<file path="src/rtl/bit_timer_pkg.sv">
package bit_timer_pkg;

  typedef enum logic [1:0] {
    PH_IDLE  = 2'd0,
    PH_HOLD  = 2'd1,
    PH_SETUP = 2'd2,
    PH_WAITHI = 2'd3
  } phase_e;

  typedef struct packed {
    logic loadHold;
    logic loadSetup;
  } timer_cmd_t;

endpackage

</file>
<file path="src/rtl/bit_timer_datapath.sv">
module bit_timer_datapath
  import bit_timer_pkg::*;
#(
  parameter int CFG_W       = 4,
  parameter int SYNC_STAGES = 2,
  parameter bit FILTER_EN   = 1'b1
) (
  input  logic             clk,
  input  logic             rstN,
  input  logic             sclIn,
  input  logic [CFG_W-1:0] prescale,
  input  logic [CFG_W-1:0] holdCount,
  input  logic [CFG_W-1:0] setupCount,
  input  logic [CFG_W-1:0] filterLen,
  input  timer_cmd_t       cmd,
  output logic             sclFall,
  output logic             sclHigh,
  output logic             timerDone
);

  localparam int UNIT_W = CFG_W + 1;

  // Input synchronizer, reset to the idle-high bus level
  logic [SYNC_STAGES-1:0] syncQ;
  logic                   syncLevel;

  always_ff @(posedge clk) begin
    if (!rstN) syncQ <= '1;
    else       syncQ <= {syncQ[SYNC_STAGES-2:0], sclIn};
  end
  assign syncLevel = syncQ[SYNC_STAGES-1];

  // Glitch filter: a new level passes only after filterLen steady clocks
  logic sclLevel;

  generate
    if (FILTER_EN) begin : g_filter
      logic [CFG_W-1:0] runCnt;
      logic             filtQ;

      always_ff @(posedge clk) begin
        if (!rstN) begin
          filtQ  <= 1'b1;
          runCnt <= '0;
        end else if (filterLen == '0 || syncLevel == filtQ) begin
          filtQ  <= syncLevel;
          runCnt <= '0;
        end else if (runCnt == filterLen - 1'b1) begin
          filtQ  <= syncLevel;
          runCnt <= '0;
        end else begin
          runCnt <= runCnt + 1'b1;
        end
      end

      assign sclLevel = (filterLen == '0) ? syncLevel : filtQ;
    end else begin : g_nofilter
      assign sclLevel = syncLevel;
    end
  endgenerate

  // Edge detection on the conditioned level
  logic levelQ;

  always_ff @(posedge clk) begin
    if (!rstN) levelQ <= 1'b1;
    else       levelQ <= sclLevel;
  end

  assign sclFall = levelQ & ~sclLevel;
  assign sclHigh = sclLevel;

  // Prescaled interval timer
  logic [UNIT_W-1:0] unitQ;
  logic [CFG_W-1:0]  preQ;
  logic              tick;

  assign tick = (preQ == prescale);

  always_ff @(posedge clk) begin
    if (!rstN) begin
      unitQ <= '0;
      preQ  <= '0;
    end else if (cmd.loadHold) begin
      unitQ <= {1'b0, holdCount};
      preQ  <= '0;
    end else if (cmd.loadSetup) begin
      unitQ <= {1'b0, setupCount} + UNIT_W'(1);
      preQ  <= '0;
    end else if (unitQ != '0) begin
      if (tick) begin
        preQ  <= '0;
        unitQ <= unitQ - 1'b1;
      end else begin
        preQ  <= preQ + 1'b1;
      end
    end
  end

  assign timerDone = (unitQ == '0);

endmodule

</file>
<file path="src/rtl/bit_timer_control.sv">
module bit_timer_control
  import bit_timer_pkg::*;
(
  input  logic       clk,
  input  logic       rstN,
  input  logic       sclFall,
  input  logic       sclHigh,
  input  logic       timerDone,
  input  logic       dataValid,
  input  logic       dataBit,
  output timer_cmd_t cmd,
  output logic       sclOe,
  output logic       sdaOe,
  output logic       bitTaken
);

  phase_e phaseQ, phaseD;
  logic   takeBit;
  logic   releaseScl;
  logic   startLow;

  always_comb begin
    phaseD        = phaseQ;
    cmd           = '0;
    takeBit       = 1'b0;
    releaseScl    = 1'b0;
    startLow      = 1'b0;
    unique case (phaseQ)
      PH_IDLE: begin
        if (sclFall) begin
          startLow     = 1'b1;
          cmd.loadHold = 1'b1;
          phaseD       = PH_HOLD;
        end
      end
      PH_HOLD: begin
        // stay here, stretching the clock, until the bit is supplied
        if (timerDone && dataValid) begin
          takeBit       = 1'b1;
          cmd.loadSetup = 1'b1;
          phaseD        = PH_SETUP;
        end
      end
      PH_SETUP: begin
        if (timerDone) begin
          releaseScl = 1'b1;
          phaseD     = PH_WAITHI;
        end
      end
      PH_WAITHI: begin
        // another device may still hold the line low
        if (sclHigh) phaseD = PH_IDLE;
      end
      default: phaseD = PH_IDLE;
    endcase
  end

  always_ff @(posedge clk) begin
    if (!rstN) begin
      phaseQ   <= PH_IDLE;
      sclOe    <= 1'b0;
      sdaOe    <= 1'b0;
      bitTaken <= 1'b0;
    end else begin
      phaseQ   <= phaseD;
      bitTaken <= takeBit;
      if (startLow)        sclOe <= 1'b1;
      else if (releaseScl) sclOe <= 1'b0;
      if (takeBit) sdaOe <= ~dataBit;
    end
  end

endmodule

</file>
<file path="src/rtl/i2c_bit_timer.sv">
module i2c_bit_timer
  import bit_timer_pkg::*;
#(
  parameter int CFG_W       = 4,
  parameter int SYNC_STAGES = 2,
  parameter bit FILTER_EN   = 1'b1
) (
  input  logic             clk,
  input  logic             rstN,
  input  logic             sclIn,
  input  logic [CFG_W-1:0] prescale,
  input  logic [CFG_W-1:0] holdCount,
  input  logic [CFG_W-1:0] setupCount,
  input  logic [CFG_W-1:0] filterLen,
  input  logic             dataValid,
  input  logic             dataBit,
  output logic             sclOe,
  output logic             sdaOe,
  output logic             bitTaken
);

  timer_cmd_t cmd;
  logic       sclFall;
  logic       sclHigh;
  logic       timerDone;

  bit_timer_datapath #(
    .CFG_W      (CFG_W),
    .SYNC_STAGES(SYNC_STAGES),
    .FILTER_EN  (FILTER_EN)
  ) u_dp (
    .clk       (clk),
    .rstN      (rstN),
    .sclIn     (sclIn),
    .prescale  (prescale),
    .holdCount (holdCount),
    .setupCount(setupCount),
    .filterLen (filterLen),
    .cmd       (cmd),
    .sclFall   (sclFall),
    .sclHigh   (sclHigh),
    .timerDone (timerDone)
  );

  bit_timer_control u_ctl (
    .clk      (clk),
    .rstN     (rstN),
    .sclFall  (sclFall),
    .sclHigh  (sclHigh),
    .timerDone(timerDone),
    .dataValid(dataValid),
    .dataBit  (dataBit),
    .cmd      (cmd),
    .sclOe    (sclOe),
    .sdaOe    (sdaOe),
    .bitTaken (bitTaken)
  );

endmodule

</file>
<file path="config.mk">
export PLATFORM = sky130hd
export DESIGN_NAME = i2c_bit_timer
export DESIGN_NICKNAME = d
export VERILOG_FILES = /design/src/rtl/bit_timer_pkg.sv /design/src/rtl/bit_timer_datapath.sv /design/src/rtl/bit_timer_control.sv /design/src/rtl/i2c_bit_timer.sv
export SDC_FILE = /design/constraint.sdc
export NUM_CORES = 1
export LEC_CHECK = 0
export BUFFER_PORTS_ARGS = -buffer_cell sky130_fd_sc_hd__buf_2
export CELL_PAD_IN_SITES_DETAIL_PLACEMENT = 1
export CELL_PAD_IN_SITES_GLOBAL_PLACEMENT = 1
export CORE_MARGIN = 3
export CORE_UTILIZATION = 30
export CTS_BUF_LIST = sky130_fd_sc_hd__clkbuf_8
export DETAILED_ROUTE_END_ITERATION = 16
export GPL_TIMING_DRIVEN = 0
export PLACE_DENSITY = 0.69
export SLEW_MARGIN = 10
export SYNTH_ARGS = -nofsm -noshare
export SYNTH_HDL_FRONTEND = slang
export SYNTH_HIERARCHICAL = 1
export SYNTH_SLANG_ARGS = --single-unit
</file>
<file path="constraint.sdc">
create_clock -name clk -period 4.1 [get_ports clk]
set_input_delay 0.41 -clock clk [delete_from_list [all_inputs] [get_ports clk]]
set_output_delay 0.41 -clock clk [all_outputs]
set_load 0.01 [all_outputs]
</file>
Word-level counts from Yosys, hierarchy flattened
Index checks and enable logic that the tools add are counted.
{"block": "word_totals", "register_bits": 22, "in_bits": 21, "out_inout_bits": 3, "wordCells": 69}
{"block": "op_classes", "add_sub_neg": 5, "eq_ne": 10, "n_mux": 21, "bitwise": 4, "reduce_logical": 18}
{"cell": "2-to-1 mux 5 bit", "count": 3}
{"cell": "2-to-1 mux 1 bit", "count": 11}
{"cell": "adder 4 x 1 -> 4 bit (second input constant)", "count": 2}
{"cell": "== test 4 bit", "count": 2}
{"cell": "2-to-1 mux 2 bit", "count": 4}
{"cell": "2-to-1 mux 4 bit", "count": 2}
{"cell": "case mux 2 bit (4 select lines)", "count": 1}
{"cell": "nonzero test 2 bit", "count": 4}
{"cell": "nonzero test 3 bit", "count": 2}
{"cell": "OR reduction 3 bit", "count": 2}
{"cell": "adder 4 x 1 -> 5 bit (second input constant)", "count": 1}
{"cell": "zero test 5 bit", "count": 1}
{"cell": "nonzero test 5 bit", "count": 1}
{"cell": "subtractor 5 x 1 -> 5 bit (second input constant)", "count": 1}
{"cell": "== test 2 bit (second input constant)", "count": 2}
{"cell": "zero test 4 bit", "count": 1}
{"cell": "inequality test 2 x 1 -> 1 bit (second input constant)", "count": 2}
{"cell": "inequality test 2 bit (second input constant)", "count": 2}
{"cell": "AND reduction 2 bit", "count": 2}
{"cell": "AND reduction 4 bit", "count": 1}
{"cell": "subtractor 4 x 1 -> 4 bit (second input constant)", "count": 1}
{"cell": "inverter 1 bit", "count": 3}
{"cell": "== test 2 x 1 -> 1 bit (second input constant)", "count": 1}
{"cell": "zero test 2 bit", "count": 1}
{"cell": "5 further kinds", "count": 5}

Depth between registers and ports, before layout
{"block": "logic_depth", "word_depth": 8, "mapped_depth": 12, "mapped_depth_nobuf": 10}

Cells and area by module
The synthesis kept the hierarchy.
{"module": "bit_timer_datapath", "n_inst": 1, "cells_each": 119, "area_per_inst_um2": 1039.7, "seq_area_each_um2": 340.3}
{"module": "bit_timer_control", "n_inst": 1, "cells_each": 30, "area_per_inst_um2": 314.1, "seq_area_each_um2": 100.1}

Least setup slack after synthesis
Ideal clock, no wire load.
{"block": "synth_timing", "path_type": "in2reg", "startpoint": "input port filterLen[0]", "endpoint": "register u_dp.unitQ[1]", "setup_time_ns": 0.058, "arrival_ns": 2.445, "required_ns": 4.042, "slack_ns": 1.597, "path_stages": 11, "path_buffers": 1, "path_cell_list": "inv_1 > ha_1 > or3b_2 > mux2i_1 > and2_1 > and2_1 > buf_4 > nor2b_1 > or4_1 > a21oi_1 > a211o_1"}
{"block": "synth_via", "elab_chain_len": 8, "elab_cells_between_ends": 10, "classes_between": "mux: 4; bitwise: 2; reduce/logical: 4"}
{"item": "from (decl)", "line": "i2c_bit_timer.sv:14", "source": "input logic [CFG_W-1:0] filterLen,"}
{"item": "zero test 4 bit *", "line": "bit_timer_datapath.sv:56", "source": "assign sclLevel = (filterLen == '0) ? syncLevel : filtQ;"}
{"item": "2-to-1 mux 1 bit *", "line": "bit_timer_datapath.sv:56"}
{"item": "inverter 1 bit *", "line": "bit_timer_datapath.sv:70", "source": "assign sclFall = levelQ & ~sclLevel;"}
{"item": "AND 1 bit *", "line": "bit_timer_datapath.sv:70"}
{"item": "net sclFall", "line": "i2c_bit_timer.sv:23", "source": "logic sclFall;"}
{"item": "2-to-1 mux 1 bit * (2 in a row)"}
{"item": "net u_ctl.startLow", "line": "bit_timer_control.sv:20", "source": "logic startLow;"}
{"item": "nonzero test 3 bit (no source line)"}
{"item": "AND reduction 2 bit (no source line)"}
{"item": "to (signal assigned)", "line": "bit_timer_datapath.sv:85", "source": "unitQ <= {1'b0, holdCount};"}
{"item": "to (signal assigned)", "line": "bit_timer_datapath.sv:88", "source": "unitQ <= {1'b0, setupCount} + UNIT_W'(1);"}
{"item": "to (signal assigned)", "line": "bit_timer_datapath.sv:93", "source": "unitQ <= unitQ - 1'b1;"}
{"item": "to (decl)", "line": "bit_timer_datapath.sv:74", "source": "logic [UNIT_W-1:0] unitQ;"}
The timed path passes the listed nets; every way through them passes the cells marked *.
A chain may end at the register's enable or synchronous reset.

Final worst setup path
{"block": "layout_timing", "startpoint": "register u_dp.unitQ[0]", "endpoint": "register u_dp.unitQ[0]"}
{"block": "layout_via", "elab_chain_len": 6, "elab_cells_between_ends": 13, "classes_between": "add/sub: 1; mux: 6; reduce/logical: 6"}
{"item": "zero test 5 bit *", "line": "bit_timer_datapath.sv:100", "source": "assign timerDone = (unitQ == '0);"}
{"item": "net timerDone", "line": "i2c_bit_timer.sv:25", "source": "logic timerDone;"}
{"item": "logical AND 1 bit *", "line": "bit_timer_control.sv:38", "source": "if (timerDone && dataValid) begin"}
{"item": "2-to-1 mux 1 bit * (2 in a row)"}
{"item": "net u_ctl.takeBit", "line": "bit_timer_control.sv:18", "source": "logic takeBit;"}
{"item": "nonzero test 3 bit (no source line) or 2-to-1 mux 5 bit (tied branches)"}
{"item": "AND reduction 2 bit (no source line) or 2-to-1 mux 4 bit (tied branches)"}
The timed path passes the listed nets; every way through them passes the cells marked *. The select of a mux whose other input is x is not followed.

==> flow_metrics.py <==
metrics = {
    "worst_setup_path": {
        "critPathMostFrequentCell": "inv_1",
        "path_cells": "inv_1, ha_1, or4b_1, buf_6, clkinv_8, and3_1, buf_4, clkbuf_1, inv_1, o31ai_1, nand2_1, o211ai_1",
        "slowest_stage": "or4b_1",
        "startpoint_type": "register",
        "reg2reg_depth": 12,
        "r2r_slack_ns": 1.32,
        "cp-startpoint": "u_dp/unitQ[0]",
        "cp.required_ns": 4.28,
        "path_max_fanout": 10,
        "slowest_delay_ns": 0.48,
        "r2r-end": "u_dp/unitQ[0]",
        "r2r_start": "u_dp/unitQ[0]",
        "worstSetupPathType": "register to register",
        "cp-end-kind": "register",
        "worstPathArrival_ns": 2.96,
        "crit_end": "u_dp/unitQ[0]",
    },
    "synth": {
        "ys_warn_count": 6,
        "synth_fp_nets": 179,
        "synth.ff_latch_count": 22,
        "yosysUniqueCellTypes": 45,
        "async_flop_share_pct": 0,
        "synth-edff-count": 0,
        "synth_area_mm2": 0.00135,
        "netlist_instances": 149,
        "seq_area_frac_synth_pct": 32.5,
        "synthFlopType": "dfxtp_1",
        "syn_avg_cell_area_um2": 9.09,
    },
    "cts": {
        "clk_latency_ns": 0.25,
        "cts_buffers": 3,
        "post_cts_resized": 0,
        "cts_tree": "yes",
        "cts_buffer_depth": 2,
        "h-tree-depth": 1,
        "clock_sinks": 22,
        "cts_root_buf": "clkbuf_8",
        "clk_pin_slew_ns": 0.08,
        "cts_hold_buf": 0,
        "cts_setup_buffers": 0,
    },
    "route": {
        "ant_nets": 0,
        "remaining_drc_errors": 0,
        "drt_pass1_iterations": 4,
        "drt_iter0_drc": 43,
        "via_per_inst": 5.19,
        "post_drt_wl_per_cell_um": 14.5,
        "wl_mm": 3.26,
        "vias": 1168,
    },
    "sta": {
        "worstMarginPinSlew_ns": 0.452,
        "grt_setup_unrepaired": "no",
        "max_freq_mhz": 359,
        "hold_ws_ns": 0.336,
        "min_period_over_period_pct": 67.9,
        "slew_headroom_pct": 69.9,
        "hold_viol_final": 0,
        "finalSetupViolCount": 0,
        "period_needed_ns": 2.78,
        "maxSlewViolCount": 0,
        "finClkSkew_ns": 0.00488,
        "setup_tns_ns": 0,
    },
    "grt": {
        "grtUsageTotal_pct": 13.2,
        "grt_max_degree": 12,
        "grt_pass1_vias": 1246,
        "antenna_found_initial": 0,
        "grt_pass1_wl_mm": 5.62,
        "grt_overflow": 0,
    },
    "floorplanning": {
        "ios": 24,
        "core.rowCount": 23,
        "coreArea_mm2": 0.00417,
        "dieHeight_um": 73.2,
        "die_area_mm2": 0.00535,
        "start_util_pct": 32.4,
        "die_x_um": 73.2,
    },
    "flow_run": {
        "cap_violations": 0,
    },
    "worst_hold_path": {
        "whs_path_depth": 2,
        "hold_class": "input port to register",
    },
    "run_status": {
        "status": "finished, final reports clean",
    },
    "power_and_ir_drop": {
        "powerDensity_mw_per_mm2": 459,
        "p_total_uw": 721,
        "irDropWorstVdd_v": 0.000142,
        "leakagePower_nw": 0.685,
    },
    "place": {
        "port_buffers": 23,
        "place_inst": 222,
        "dpl.hpwl_mm": 2.67,
        "dpl_cell_area_mm2": 0.00153,
        "gp_congestion": 0.772,
    },
    "layout": {
        "final_cells": 225,
        "area_growth_syn_to_layout_pct": 16.2,
        "final_common_cell": "buf_2",
        "drive_gt1_share_pct": 19.4,
        "fin_area_mm2": 0.00157,
        "n_antenna_cell": 0,
        "nets": 207,
        "layout_common_cells": "buf_2, dfxtp_1, inv_1, ha_1, xnor2_1",
    },
}
-- worst min path at each step --
stage	start	endpoint
after global routing	sclIn	u_dp/syncQ[0]
after CTS	sclIn	u_dp/syncQ[0]
final	sclIn	u_dp/syncQ[0]
after global placement	u_dp/syncQ[0]	u_dp/syncQ[1]
after floorplan	u_dp/syncQ[0]	u_dp/syncQ[1]
after detailed placement	u_dp/syncQ[0]	u_dp/syncQ[1]
-- power by group --
group / total [mW] / leakage (nW) / switching [mW] / internal (mW)
registers: 0.271 / 0.179 / 0.0278 / 0.243
clock network: 0.131 / 0.0216 / 0.0654 / 0.0654
logic: 0.320 / 0.484 / 0.176 / 0.144
total: 0.721 / 0.685 / 0.269 / 0.453
-- routing by layer --
layer  vias to the layer above  GRT usage [%]  share of wire [%]
met4                         0           3.48               0.95
met5                         -              0                  0
met2                        31           24.1                 51
li1                        575              -                  -
met1                       560           15.6                 44
met3                         2           2.20                4.2
-- per-stage QoR --
| step | worst slack, ns | util (%) |
|---|---|---|
| 2_1_floorplan | 1.60 | - |
| 3_3_place_gp | 1.33 | 36.7 |
| 4_1_cts | 1.31 | 37.7 |
| 6_report | 1.32 | 37.7 |
| 5_1_grt | 1.08 | 37.7 |
| 3_5_place_dp | 1.27 | 36.7 |
-- synth_stat cells, drive strengths merged (2+ instances only) --
cell type,number,area share [%]
a21boi,2,1.1
buf,3,1.9
and3,2,0.92
and2,3,1.4
nand4,5,2.3
inv,14,3.9
nor3,7,2.6
xnor2,9,5.8
nor2b,3,1.9
mux2i,3,2.2
ha,9,8.3
nand2b,2,0.92
a21oi,2,0.74
nand3,6,2.2
nor2,9,3.0
xor2,8,5.2
nand2,8,2.2
dfxtp,22,33
clkbuf,2,0.55
or4,2,1.1
o21ai,5,1.8
o211a,3,2.2
a211o,2,1.3
-- worst max-delay path: cells and delay by family, from the launching register on --
kind | cells | cell delay, ns
simple gates | 3 | 0.81
flops | 1 | 0.35
fa+ha+maj | 1 | 0.19
buf+inv | 6 | 0.95
compound gates | 2 | 0.39
-- flip-flops by register name, summed over array words and instances, names as in the netlist --
name                  cells
u_dp/preQ                 4
u_dp/g_filter.runCnt      4
u_ctl/sdaOe               1
u_dp/levelQ               1
u_dp/g_filter.filtQ       1
u_ctl/phaseQ              2
u_ctl/bitTaken            1
u_dp/syncQ                2
u_ctl/sclOe               1
u_dp/unitQ                5
-- cells by family (layout without fill, tap and decap cells) --
family / count (synthesis) / after routing / synth area share [%]
and+or+nand+nor: 52 / 52 / 21.6
buffers and inverters: 20 / 46 / 7.58
AOI/OAI and AO/OA: 25 / 25 / 15.1
xor gates and xnor gates: 18 / 18 / 12.7
DFF: 22 / 22 / 32.5
muxes: 3 / 3 / 2.22
adders and majority gates: 9 / 9 / 8.32
-- layout make-up --
cell class / count / area [um^2]
plain buffers: 5 / 33.8
clock buffers: 3 / 41.3
fillers: 490 / 2600
inverters: 15 / 68.8
multi-input cells: 107 / 811
flip-flops and latches: 22 / 440
well taps: 50 / 62.6
repair buffers: 23 / 115
Note: power is estimated with default switching activity, not from simulation.
